<file path="config.mk">
export PLATFORM = sky130hd
export DESIGN_NAME = sew_wrap
export DESIGN_NICKNAME = d
export VERILOG_FILES = /design/src/rtl/sew_pkg.sv /design/src/rtl/sew_join.sv /design/src/rtl/sew_valid_track.sv /design/src/rtl/sew_out_gate.sv /design/src/rtl/sew_wrap.sv
export SDC_FILE = /design/constraint.sdc
export NUM_CORES = 1
export LEC_CHECK = 0
export BUFFER_PORTS_ARGS = -buffer_cell sky130_fd_sc_hd__buf_2
export CAP_MARGIN = 0
export CELL_PAD_IN_SITES_DETAIL_PLACEMENT = 0
export CELL_PAD_IN_SITES_GLOBAL_PLACEMENT = 2
export CORE_MARGIN = 3
export CORE_UTILIZATION = 13
export DETAILED_ROUTE_END_ITERATION = 7
export GPL_ROUTABILITY_DRIVEN = 0
export PLACE_DENSITY_LB_ADDON = 0.3
export SKIP_LAST_GASP = 1
export SLEW_MARGIN = 20
export SYNTH_ARGS = -nofsm -noshare
export SYNTH_HDL_FRONTEND = slang
export SYNTH_SLANG_ARGS = --single-unit
</file>
<file path="constraint.sdc">
create_clock -name clk -period 1.94 [get_ports clk]
set_clock_uncertainty 0.05 [all_clocks]
set_input_delay 0.097 -clock clk [delete_from_list [all_inputs] [get_ports clk]]
set_output_delay 0.097 -clock clk [all_outputs]
set_load 0.02 [all_outputs]
</file>
<file path="src/rtl/sew_pkg.sv">
package sew_pkg;

   // Number of inputs that can be in flight inside a unit of the given
   // latency that accepts one input every 'interval' cycles.
   function automatic int unsigned ceil_div(input int unsigned num, input int unsigned den);
      return (num + den - 1) / den;
   endfunction

endpackage

</file>
<file path="src/rtl/sew_join.sv">
module sew_join #(
   parameter int unsigned N_IN = 2
) (
   input  logic [N_IN-1:0] in_valid,
   input  logic            take,
   output logic            all_valid,
   output logic [N_IN-1:0] in_ready
);

   assign all_valid = &in_valid;

   // A producer is released only when the unit samples and all of its
   // partners are offering data, so input sets are consumed whole.
   for (genvar i = 0; i < N_IN; i++) begin : g_port
      logic [N_IN-1:0] partners;
      assign partners    = in_valid | (N_IN'(1) << i);
      assign in_ready[i] = take & (&partners);
   end

endmodule

</file>
<file path="src/rtl/sew_valid_track.sv">
module sew_valid_track #(
   parameter int unsigned DEPTH = 3
) (
   input  logic clk,
   input  logic rst_n,
   input  logic shift_en,
   input  logic new_bit,
   output logic oldest
);

   if (DEPTH == 1) begin : g_single
      logic bit_q;
      always_ff @(posedge clk or negedge rst_n) begin
         if (!rst_n) begin
            bit_q <= 1'b0;
         end else if (shift_en) begin
            bit_q <= new_bit;
         end
      end
      assign oldest = bit_q;
   end else begin : g_chain
      logic [DEPTH-1:0] bits_q;
      always_ff @(posedge clk or negedge rst_n) begin
         if (!rst_n) begin
            bits_q <= '0;
         end else if (shift_en) begin
            bits_q <= {bits_q[DEPTH-2:0], new_bit};
         end
      end
      assign oldest = bits_q[DEPTH-1];
   end

endmodule

</file>
<file path="src/rtl/sew_out_gate.sv">
module sew_out_gate #(
   parameter int unsigned N_OUT = 2
) (
   input  logic             clk,
   input  logic             rst_n,
   input  logic             done,
   input  logic             oldest,
   input  logic [N_OUT-1:0] oflag,
   input  logic [N_OUT-1:0] nready,
   output logic [N_OUT-1:0] out_valid,
   output logic             ce
);

   logic [N_OUT-1:0] sent_q;
   logic [N_OUT-1:0] pend;

   assign pend      = {N_OUT{done & oldest}} & oflag & ~sent_q;
   assign out_valid = pend;
   // Freeze the unit while any offered copy is still refused.
   assign ce        = &(~pend | nready);

   // Remember consumers already served while the unit is frozen.
   always_ff @(posedge clk or negedge rst_n) begin
      if (!rst_n) begin
         sent_q <= '0;
      end else if (ce) begin
         sent_q <= '0;
      end else begin
         sent_q <= sent_q | (pend & nready);
      end
   end

endmodule

</file>
<file path="src/rtl/sew_wrap.sv">
module sew_wrap #(
   parameter int unsigned N_IN    = 2,
   parameter int unsigned IN_W    = 8,
   parameter int unsigned N_OUT   = 2,
   parameter int unsigned OUT_W   = 8,
   parameter int unsigned LATENCY = 5,
   parameter int unsigned II      = 2
) (
   input  logic                   clk,
   input  logic                   rst_n,
   input  logic [N_IN-1:0]        in_valid,
   input  logic [N_IN*IN_W-1:0]   in_data,
   output logic [N_IN-1:0]        in_ready,
   output logic [N_OUT-1:0]       out_valid,
   output logic [N_OUT*OUT_W-1:0] out_data,
   input  logic [N_OUT-1:0]       out_nready,
   output logic                   unit_ce,
   output logic [N_IN*IN_W-1:0]   unit_din,
   input  logic                   unit_ready,
   input  logic                   unit_done,
   input  logic [N_OUT-1:0]       unit_oflag,
   input  logic [N_OUT*OUT_W-1:0] unit_dout
);

   localparam int unsigned DEPTH = sew_pkg::ceil_div(LATENCY, II);

   if (LATENCY < 1) begin : g_bad_lat
      $error("sew_wrap: LATENCY must be at least 1");
   end
   if (II < 1) begin : g_bad_ii
      $error("sew_wrap: II must be at least 1");
   end
   if (N_IN < 1 || N_OUT < 1) begin : g_bad_ports
      $error("sew_wrap: needs at least one input and one output");
   end
   if (IN_W < 1 || OUT_W < 1) begin : g_bad_width
      $error("sew_wrap: data widths must be non-zero");
   end

   logic take;
   logic joined_valid;
   logic oldest;

   assign take     = unit_ready & unit_ce;
   assign unit_din = in_data;
   assign out_data = unit_dout;

   sew_join #(.N_IN(N_IN)) join_i (
      .in_valid  (in_valid),
      .take      (take),
      .all_valid (joined_valid),
      .in_ready  (in_ready)
   );

   sew_valid_track #(.DEPTH(DEPTH)) track_i (
      .clk      (clk),
      .rst_n    (rst_n),
      .shift_en (take),
      .new_bit  (joined_valid),
      .oldest   (oldest)
   );

   sew_out_gate #(.N_OUT(N_OUT)) gate_i (
      .clk       (clk),
      .rst_n     (rst_n),
      .done      (unit_done),
      .oldest    (oldest),
      .oflag     (unit_oflag),
      .nready    (out_nready),
      .out_valid (out_valid),
      .ce        (unit_ce)
   );

endmodule

</file>
Word-level counts from Yosys, hierarchy flattened
Cells that the tools add are included.
{"block": "op_classes", "addsub": 0, "n_mul": 0, "div": 0, "order_cmp": 0, "n_eq_ne": 0, "shift": 0, "muxes": 1, "bitwise": 11, "reduce_logical": 2}
{"cell": "$and A2 B2 Y2", "n": 3}
{"cell": "$and A1 B1 Y1", "n": 4}
{"cell": "$not A2 Y2", "n": 2}
{"cell": "$or A2 B2 Y2", "n": 2}
{"cell": "$reduce_and A2 Y1", "n": 2}
{"cell": "$mux W2", "n": 1}
{"block": "totals", "register_bits": 5, "latchBits": 0, "ram_bits": 0, "rom_bits": 0, "input_bits": 42, "output_inout_bits": 37, "memories": 0}

Longest topological paths before layout
Gate-level depths: netlist (run 1).
{"block": "logic_depth", "ltp_word": 8, "depth_mapped": 3, "mapped_depth_nobuf": 3}

Hierarchy
A second synthesis (run 1) with hierarchy kept.
{"block": "hier_totals", "hier_cells": 53, "area_unflattened_um2": 493.0}
{"mod": "sew_wrap", "instances": 1, "cells_per_inst": 33, "area_each_um2": 246.5}
{"mod": "sew_out_gate", "instances": 1, "cells_per_inst": 11, "area_each_um2": 118.9}
{"mod": "sew_valid_track", "instances": 1, "cells_per_inst": 6, "area_each_um2": 108.9}
{"mod": "sew_join", "instances": 1, "cells_per_inst": 3, "area_each_um2": 18.8}

Least setup slack after synthesis (run 1)
Ideal clock, no wire load.
{"block": "synth_timing", "path_type": "reg2reg", "start": "register gate_i.sent_q[1]", "end": "register track_i.g_chain.bits_q[1]", "setup_time_ns": 0.128, "t_arrival_ns": 1.138, "required_time_ns": 1.762, "slack_ns": 0.624, "stages_incl_launch_ff": 4, "path_buffers": 0, "path_cell_list": "dfrtp_1 -> nand4b_2 -> o221ai_2 -> mux2_1"}
{"block": "synth_via", "elab_chain_cells": 6}
{"item": "start: declaration", "line_no": "sew_out_gate.sv:14", "text": "logic [N_OUT-1:0] sent_q;"}
{"item": "start signal: assignment", "line_no": "sew_out_gate.sv:29", "text": "sent_q <= sent_q | (pend & nready);"}
{"item": "$not A2 Y2", "line_no": "sew_out_gate.sv:17", "text": "assign pend = {N_OUT{done & oldest}} & oflag & ~sent_q;"}
{"item": "$and A2 B2 Y2", "line_no": "sew_out_gate.sv:17"}
{"item": "$not A2 Y2", "line_no": "sew_out_gate.sv:20", "text": "assign ce = &(~pend | nready);"}
{"item": "$or A2 B2 Y2", "line_no": "sew_out_gate.sv:20"}
{"item": "$reduce_and A2 Y1", "line_no": "sew_out_gate.sv:20"}
{"item": "$and A1 B1 Y1", "line_no": "sew_wrap.sv:44", "text": "assign take = unit_ready & unit_ce;"}
{"item": "end signal: assignment", "line_no": "sew_valid_track.sv:27", "text": "bits_q <= {bits_q[DEPTH-2:0], new_bit};"}
{"item": "end: declaration", "line_no": "sew_valid_track.sv:22", "text": "logic [DEPTH-1:0] bits_q;"}
No other way between the ends.
A chain may end at the register's enable or synchronous reset.

Worst setup path after layout (run 1)
{"block": "layout_timing", "start": "register gate_i.sent_q[0]", "end": "output port in_ready[0]"}
{"block": "layout_via", "elab_chain_cells": 7}
{"item": "$not A2 Y2", "line_no": "sew_out_gate.sv:17"}
{"item": "$and A2 B2 Y2", "line_no": "sew_out_gate.sv:17"}
{"item": "$not A2 Y2", "line_no": "sew_out_gate.sv:20"}
{"item": "$or A2 B2 Y2", "line_no": "sew_out_gate.sv:20"}
{"item": "$reduce_and A2 Y1", "line_no": "sew_out_gate.sv:20"}
{"item": "$and A1 B1 Y1", "line_no": "sew_wrap.sv:44"}
{"item": "$and A1 B1 Y1", "line_no": "sew_join.sv:17", "text": "assign in_ready[i] = take & (&partners);"}
{"item": "end: declaration", "line_no": "sew_wrap.sv:13", "text": "output logic [N_IN-1:0] in_ready,"}
No other way between the ends.

==> metrics.txt, run 1 <==
H-tree depth=1; Residual DRC=0; Boundary Pins=79; flip-flop and latch count after synthesis=5; die width=68.4 um; largest net degree at the start of global routing=6; Resized cells post-CTS=0; CORE AREA=0.00372 sq mm; worst hold path class=primary input to flip-flop; nets@finish=83; Total Neg Setup Slack=0 ns; DRT Pass-1 Iters=4; Post-CTS Setup Repair Bufs=0; library cells used by synthesis=11; FF-to-FF setup slack=0.54 ns; CTS buffer count=3; status=finished, final reports clean; Synth area leaders=buf_4 (48%), dfrtp_1 (25%), nand4b_2 (5.9%); root buffer cell=clkbuf_8; Initial Util=a little over an eighth; HPWL after DPL=694 um; die height=68.4 um; syn_nets=95; Final Max Slew Viols=0; crit path time final=1.60 ns; Cell Rows=22; final worst slack=around 0.34 ns; first-pass GRT wire length=about 1.2 mm; Max FO, Critical Path=4; pwr/cell area=approximately 820 mW/mm^2; Max-Cap Viols=0; worst setup path class=flip-flop to output pin; Reg clk slew, reported paths=0.03 ns; total number of yosys warnings=0; vias in the first global route=262; Slew headroom=84.3%; Critical Path AT=~1.5 ns; Antenna diodes=0; Lkg Pwr=between 0.2 and 0.25 nW; final setup violating endpoints=0; PortBufs=14; Avg Cell Area, Syn=~9.5 sq um; via/cell ratio=around 3.1; CTS Buffer Depth=2; CP Capture Type=output pin; final hold vios=0; gr usage total=3.77%; CTS tree=built; Core Util, Final=12.1%; Worst-Margin Slew=0.236 ns; leading area contributor after synthesis=buf_4; Layout area overhead=-10.9%; WL per Instance=9.59 um; GRT overflow=0; synthesized area=between 500 and 600 sq um; Die Area=0.00467 sq mm; CP Data Required Time=1.79 ns; Final ANT Viol Nets=0; layout cells sized above 1=52.5%; CTS Sinks=5; RSZ-0062 raised after global routing=false; initial antenna violation count=0; Mapped Cells=between 50 and 60; CTS Hold Bufs=1; worst skew pair latency=about 0.22 ns; Seq/Total Area, Yosys=24.8%; pre-CTS setup slack=0.530 ns; fmax=about 620 MHz; initial drt markers=8; WL final=844 um; top-area cell type share of the netlist area=between 40% and 50%; Period Utilization, post-route=82.6%; vias=approximately 270; VDD IR max=0.125 mV; CP Launch Type=flip-flop
-- worst paths after layout --
check | from | endpoint | cells after the start
hold reg to reg | track_i.g_chain.bits_q[1]$_DFFE_PN0P_ | track_i.g_chain.bits_q[2]$_DFFE_PN0P_ | 1
max in group asynchronous | rst_n | gate_i.sent_q[0]$_DFF_PN0_ | 2
min in group asynchronous | rst_n | track_i.g_chain.bits_q[0]$_DFFE_PN0P_ | 2
setup reg to reg | gate_i.sent_q[0]$_DFF_PN0_ | track_i.g_chain.bits_q[1]$_DFFE_PN0P_ | 3
hold / removal | out_nready[1] | gate_i.sent_q[0]$_DFF_PN0_ | 2
setup / recovery | gate_i.sent_q[0]$_DFF_PN0_ | in_ready[0] | 4
-- layout by cell type (no fill, tap or decap) --
master         synthesis  final
a22o_1                 1      1
a41oi_1                2      2
and3_1                 3      3
buf_2                  0     14
clkbuf_1               0      1
clkbuf_8               0      3
dfrtp_1                5      5
dlygate4sd3_1          0      1
inv_1                  2      2
mux2_1                 2      2
nand4b_2               2      2
nor3_1                 2      2
o221ai_2               1      1
o22a_2                 1      1
-- layout make-up --
type | count | area (sq um)
multi-input combinational | 14 | 133
timing repair buffer | 15 | 80.1
inverter | 2 | 7.51
sequential | 5 | 125
tap | 48 | 60.1
fill | 435 | 3270
clock buffer | 4 | 45.0
-- cell usage after synthesis, drive strengths merged --
| library cell | number |
|---|---|
| buf | 32 |
| dfrtp | 5 |
| and3 | 3 |
| a41oi | 2 |
| inv | 2 |
| mux2 | 2 |
| nand4b | 2 |
| nor3 | 2 |
| a22o | 1 |
| o221ai | 1 |
| o22a | 1 |
-- cells by family after synthesis --
| family | synth area share (%) |
|---|---|
| simple gates | 11.6 |
| mux | 4.46 |
| compound gates | 10.1 |
| buf+inv | 49.0 |
| flops | 24.8 |
-- report_power, final --
part	internal [mW]	switching (mW)
clock	0.141	0.0451
sequential	0.115	0.00948
combinational	0.0264	0.0318
total	0.282	0.0864
-- flip-flops by register name, summed over array words and instances, names as in the netlist --
name,count
track_i.g_chain.bits_q,3
gate_i.sent_q,2
-- per-stage QoR --
stage	hold slack, ns	power (mW)	instance area [sq um]	cells
3_5_place_dp	-0.125	0.183	395	83
6_report	0.0578	0.368	450	88
4_1_cts	0.0518	0.378	450	88
5_1_grt	0.0734	0.391	450	88
3_3_place_gp	-0.129	0.184	395	83
2_1_floorplan	-0.249	0.251	505	53
-- critical path, cell delays in order (launching register included) --
cell      delay (ns)
dfrtp_1         0.37
nand4b_2        0.26
o22a_2          0.28
and3_1          0.18
buf_2           0.15
-- routing by layer --
metal  routed length, um  vias to the layer above  share of wire, %  GRT usage (%)
met5                   0                        -                 0              0
met1                 341                      128                40           3.92
li1                    -                      125                 -              -
met2                 328                       16                39           4.57
met4                  10                        0               1.2           2.73
met3                 163                        4                19           3.61
(Power assumes the default switching activity.)
==> inputs of run 2 (changes only) <==
Settings changed: CORE_UTILIZATION 13 to 12.
Clock period 1.94 ns to 1.5 ns, I/O delays scaled along.
==> run 2 against run 1 <==
Net effect:
- cell count increased by 5.7%
- clock power is 30% higher
- sequential power rose by 32%
- total power is 39% higher
- sequential cell count is the same
- core utilization up 1.6 points
- die area is 7.6% higher
- first-iteration DRC count is 25% higher
- sequential share of layout area fell by 3.9 points
- non-clock buffer count grew 5
- critical endpoint is now in_ready[1]
==> metrics.txt, run 2 (synthesis gave the netlist of run 1 again) <==
status=finished, final reports clean; Die Area=0.00503 sq mm (+7.6%); CTS Sinks=5 (unchanged); WHS Endpoint=gate_i.sent_q[1]$_DFF_PN0_; Overall Power=510 uW (+39%); Max-Cap Viols=0 (unchanged); top flop regs=track_i.g_chain.bits_q x3, gate_i.sent_q x2; vias in the first global route=295 (+13%); Max FO, Critical Path=4 (unchanged); Cell Rows=22 (unchanged); Top reg by flops=track_i.g_chain.bits_q; GRT overflow=0 (unchanged); Critical Path AT=1.34 ns (-0.12 ns); PortBufs=14 (unchanged); CTS tree=built; Boundary Pins=79 (unchanged); final setup violating endpoints=0 (unchanged); worst skew pair latency=0.22 ns (about the same); WL final=924 um (+9.5%); Total Neg Setup Slack=0 ns (unchanged); final worst slack=0.0330 ns (-0.304 ns); min-delay src=out_nready[0]; via/cell ratio=3.06 (-1.2%); HPWL after DPL=753 um (+8.4%); Final ANT Viol Nets=0 (unchanged); CORE AREA=0.00385 sq mm (+3.7%); commonest non-fill, non-tap cell in the layout=buf_2; CP Launch Type=flip-flop; worst r2r dst=track_i.g_chain.bits_q[2]$_DFFE_PN0P_; fmax=682 MHz; Reg clk slew, reported paths=0.03 ns (about the same); Slew headroom=84.6% (+0.33 points); initial drt markers=10 (+2); initial antenna violation count=0 (unchanged); H-tree depth=1 (unchanged); CP Capture Type=output pin; VDD IR max=0.259 mV (+110%); DRT Pass-1 Iters=2 (-2); pre-CTS setup slack=0.0979 ns (-0.432 ns); FF-to-FF path depth=4 (+1); max reg flops=3 (unchanged); placed cell area=395 sq um (unchanged); worst setup path class=flip-flop to output pin; vias=285 (+4.4%); Final Cell Area=529 sq um (+18%); Antenna diodes=0 (unchanged); WL per Instance=9.94 um (+3.6%); root buffer cell=clkbuf_8; nets@finish=88 (+6.0%); worst hold path class=primary input to flip-flop; gr usage total=3.62% (-0.16 points); pwr/cell area=965 mW/mm^2 (+18%); commonest cells after routing, fill and taps aside=buf_2 (12), buf_4 (5), dfrtp_1 (4), clkbuf_8 (3); non-filler cells, final=93 (+5.7%); final hold vios=0 (unchanged); Layout area overhead=4.70%; Final Max Slew Viols=0 (unchanged); placed cell count=83 (unchanged); Residual DRC=0 (unchanged); hold path depth=2 (unchanged); CTS Buffer Depth=2 (unchanged); FF-to-FF setup slack=0.07 ns (-0.47 ns); largest net degree at the start of global routing=6 (unchanged); CTS buffer count=3 (unchanged); Worst-Margin Slew=0.231 ns (-0.00490 ns); die width=70.9 um (+3.7%); CP Data Required Time=1.37 ns (-0.42 ns); Period Utilization, post-route=between 90% and 100%; worst r2r src=gate_i.sent_q[1]$_DFF_PN0_; Initial Util=13.1% (-0.49 points); die height=70.9 um (+3.7%); Lkg Pwr=0.256 nW (+13%); first-pass GRT wire length=1.40 mm (+18%); layout cells sized above 1=64.4% (+12 points); crit path time final=roughly 1.5 ns
==> run 2: cell count changes in the layout (fill, tap and decap cells not counted), sizes merged <==
cell	previous run	this run
buf	14	19
==> run 2: how the worst max path moves through the flow <==
stage | from | endpoint | slack [ns] | depth (start not counted)
after floorplan | gate_i.sent_q[1]$_DFF_PN0_ | track_i.g_chain.bits_q[1]$_DFFE_PN0P_ | 0.18 | 3
after global placement | gate_i.sent_q[1]$_DFF_PN0_ | track_i.g_chain.bits_q[1]$_DFFE_PN0P_ | 0.08 | 3
after detailed placement | gate_i.sent_q[1]$_DFF_PN0_ | track_i.g_chain.bits_q[2]$_DFFE_PN0P_ | 0.1 | 3
after CTS | gate_i.sent_q[1]$_DFF_PN0_ | in_ready[1] | 0.002 | 4
after global routing | gate_i.sent_q[1]$_DFF_PN0_ | in_ready[0] | -0.004 | 4
final | gate_i.sent_q[1]$_DFF_PN0_ | in_ready[1] | 0.03 | 4
==> run 2: repair_timing <==
action / CTS / global route
hold buffers: 1 / 0
gates resized for setup: 3 / 6
endpoints found under the setup margin: 2 / 2
endpoints found under the hold margin: 5 / 0
cloned: 0 / 0
buffers inserted: 2 / 3
pin swaps: 1 / 2
==> run 2: metrics by stage <==
step	hold WS [ns]	util (%)
finish	0.0432	13.7
global route	0.0469	13.7
CTS	0.0455	12.6
detailed placement	-0.149	10.3
global placement	-0.152	10.3
floorplan	-0.271	-
==> run 2: cell type report <==
cell class                      count  area, sq um
Clock buffer                        4         45.0
Multi-Input combinational cell     14          160
Sequential cell                     5          126
Inverter                            2         7.51
Timing Repair Buffer               20          130
Fill cell                         442         3320
Tap cell                           48         60.1
==> run 2: worst max-delay path, cell delays in order, from the launching register on <==
cell      delay, ns
dfrtp_1        0.37
nand4b_4       0.17
o22a_2         0.28
and3_4         0.19
buf_6          0.12
==> run 2: per-layer routing <==
metal / track usage [%] / vias up / share of wire, %
met2: 4.53 / 17 / 42
li1: - / 133 / -
met1: 3.74 / 135 / 40
met3: 3.84 / 0 / 18
met5: 0 / - / 0
met4: 1.88 / 0 / 0
==> run 2: where the power goes <==
| part | leakage, nW | internal [mW] | switching, mW | total (mW) |
|---|---|---|---|---|
| Sequential | 0.0656 | 0.150 | 0.0143 | 0.164 |
| Clock | 0.0228 | 0.182 | 0.0595 | 0.241 |
| Combinational | 0.168 | 0.0562 | 0.0489 | 0.105 |
| Total | 0.256 | 0.388 | 0.123 | 0.510 |
==> inputs of run 3 (changes only) <==
Settings changed: CORE_MARGIN 3 to unset, CORE_UTILIZATION 12 to 11, SYNTH_HIERARCHICAL set to 1.
==> run 3 against run 2 <==
Net effect:
- the run now ends with setup timing left
- hold slack gained 0.057 ns
- critical path depth grew 1
- via count grew 0.35%
- core utilization shrank 0.93 points
- sequential power shrank 3%
- worst setup slack lost 0.094 ns
==> metrics.txt, run 3 <==
vias=286 (+0.35%); worst setup path class=flip-flop to output pin; max incr delay on CP=0.38 ns (about the same); Layout area overhead=7.61%; Seq/Total Area, Yosys=25.4% (+0.63 points); failing checks=setup timing; CORE AREA=0.00414 sq mm (+7.5%); flip-flop and latch count after synthesis=5 (unchanged); CP Capture Type=output pin; GRT overflow=0 (unchanged); Overall Power=545 uW (+6.7%); crit path cell chain=and4b_2, a22oi_2, and2_4, and2_4, buf_6; Top reg by flops=track_i/g_chain.bits_q; RSZ-0062 raised after global routing=true; non-filler cells, final=97 (+4.3%); Crit-path slowest cell=dfrtp_1; commonest non-fill, non-tap cell in the layout=buf_2; Antenna diodes=0 (unchanged); Sequential Power Share=29.2% (-2.9 points); library cells used by synthesis=10 (-1); commonest cells after routing, fill and taps aside=buf_2 (12), buf_4 (6), dfrtp_1 (5); Critical Path AT=1.44 ns (+0.10 ns); worst hold path class=primary input to output pin; switching power=124 uW (+1.0%); WL met1=364 um (-0.27%); main flop type after synthesis=dfrtp_1; CTS tree=built; final hold vios=0 (unchanged); CP Capture Point=in_ready[1]; gr usage total=3.92% (+0.30 points); status=finished with violations; Final ANT Viol Nets=0 (unchanged); top flop regs=track_i/g_chain.bits_q x3, gate_i/sent_q x2; DRT Pass-1 Iters=2 (unchanged); Sw Ratio=22.8% (-1.3 points); cell mode on critical path=and2_4; Die Area=0.00475 sq mm (-5.4%); Final Max Slew Viols=0 (unchanged); Total Neg Setup Slack=-0.245 ns (-0.245 ns); CTS buffer count=3 (unchanged); initial drt markers=8 (-2); top-area cell type share of the netlist area=48.7% (+1.2 points); initial antenna violation count=0 (unchanged); leading area contributor after synthesis=buf_4; Synth area leaders=buf_4 (49%), dfrtp_1 (25%), mux2_2 (6.9%); CTS Sinks=5 (unchanged); Boundary Pins=79 (unchanged); FF-to-FF path depth=5 (+1); FF-to-FF setup slack=-0.06 ns (-0.13 ns); Max-Cap Viols=0 (unchanged); Slew headroom=88.8% (+4.2 points); via/cell ratio=2.95 (-3.8%); PortBufs=14 (unchanged); Residual DRC=0 (unchanged); combinational cell fraction of total power=26.2% (+5.6 points); nets@finish=90 (+2.3%); worst skew pair latency=0.22 ns (about the same); synthesized area=493 sq um (-2.5%); first-pass GRT wire length=1.25 mm (-11%); Reg clk slew, reported paths=0.03 ns (about the same); H-tree depth=1 (unchanged); worst r2r src=track_i/g_chain.bits_q[2]$_DFFE_PN0P_; CTS Buffer Depth=2 (unchanged); number of flops mapped to enable cells by yosys=0 (unchanged); Worst-Margin Slew=0.168 ns (-0.0630 ns); syn_nets=95 (unchanged); fmax=641 MHz (-6.0%); Max FO, Critical Path=4 (unchanged); WL final=909 um (-1.6%); largest net degree at the start of global routing=6 (unchanged); pre-CTS setup slack=0.000361 ns (-0.0975 ns); Clk pwr share=44.6% (-2.7 points); die width=68.9 um (-2.8%); CP Launch Type=flip-flop; VDD IR max=0.291 mV (+13%); WL per Instance=9.37 um (-5.7%); crit path time final=1.56 ns (+0.0936 ns); Mapped Cells=53 (unchanged); vias in the first global route=295 (unchanged); layout cells sized above 1=70.2% (+5.8 points); metal3 WL=143 um (-15%); die height=68.9 um (-2.8%); Synth async-reset ratio=100% (unchanged); Synth top cells by count=buf_4 (32), dfrtp_1 (5), and2_1 (4); top sig layer=met4; Crit. Startpoint=track_i/g_chain.bits_q[2]$_DFFE_PN0P_; final setup violating endpoints=5 (+5); worst r2r dst=track_i/g_chain.bits_q[2]$_DFFE_PN0P_; Avg Cell Area, Syn=9.30 sq um (-2.5%); placed cell count=88 (+6.0%); Met2 Wirelength=389 um (-0.26%); internal power=421 uW (+8.5%); pwr/cell area=1030 mW/mm^2 (+6.4%); Cell Rows=23 (+4.5%); root buffer cell=clkbuf_8; CP Data Required Time=1.37 ns (about the same); final worst slack=-0.0606 ns (-0.0936 ns); Initial Util=11.9% (-1.2 points); Core Util, Final=12.8% (-0.93 points); max reg flops=3 (unchanged); Lkg Pwr=0.283 nW (+10%); Period Utilization, post-route=104% (+6.2 points); total number of yosys warnings=6 (+6); cell with the most instances after synthesis=buf_4
[run 3: worst max-delay path, delay by kind of cell, from the launching register on]
| family | cells | cell delay (ns) |
|---|---|---|
| simple gates | 3 | 0.55 |
| flops | 1 | 0.38 |
| compound gates | 1 | 0.18 |
| buf+inv | 1 | 0.11 |
[run 3: layout make-up]
class	count	area, sq um
Clock buffer	4	45.0
Fill cell	484	3610
Inverter	2	7.51
Multi-Input combinational cell	14	141
Sequential cell	5	125
Tap cell	50	62.6
Timing Repair Buffer	22	149
[run 3: how the worst min path moves through the flow]
stage	cells after the start	to	start	slack, ns
global route	0	unit_din[1]	in_data[1]	0.10
finish	0	out_data[10]	unit_dout[10]	0.10
floorplan	0	gate_i/sent_q[0]$_DFF_PN0_	rst_n	-0.27
global placement	1	gate_i/sent_q[1]$_DFF_PN0_	rst_n	-0.15
CTS	0	out_data[0]	unit_dout[0]	0.10
detailed placement	1	track_i/g_chain.bits_q[0]$_DFFE_PN0P_	rst_n	-0.15
[run 3: cell families (layout without fill, tap and decap cells)]
kind of cell / count (synthesis) / after routing / share of synthesized area, %
compound gates: 3 / 3 / 5.84
flops: 5 / 5 / 25.4
mux: 3 / 3 / 6.85
buf+inv: 34 / 28 / 50.3
simple gates: 8 / 8 / 11.7
[run 3: power groups by stage]
stage / sequential (mW) / clock [mW] / combinational, mW
after floorplan: 0.160 / 0 / 0.175
after global placement: 0.161 / 0 / 0.0991
after detailed placement: 0.162 / 0 / 0.0986
after CTS: 0.159 / 0.252 / 0.135
after global routing: 0.161 / 0.269 / 0.153
final: 0.159 / 0.243 / 0.143
[run 3: routing by layer]
metal  track usage (%)  vias up
met2              5.22       19
met3              3.95        4
li1                  -      129
met1              3.69      134
met4              2.55        0
met5                 0        -
[run 3: per-stage QoR]
stage,instance area (sq um),hold WS [ns]
6_report,531,0.100
5_1_grt,531,0.100
4_1_cts,523,0.100
3_5_place_dp,419,-0.148
3_3_place_gp,419,-0.152
2_1_floorplan,504,-0.271
[run 3: timing repair]
action | in CTS | in global routing
hold endpoints to repair | 5 | 0
hold buffers | 1 | 0
setup endpoints to repair | 5 | 5
setup buffers | 3 | 1
resized for setup | 9 | 0
pin swaps | 4 | 2
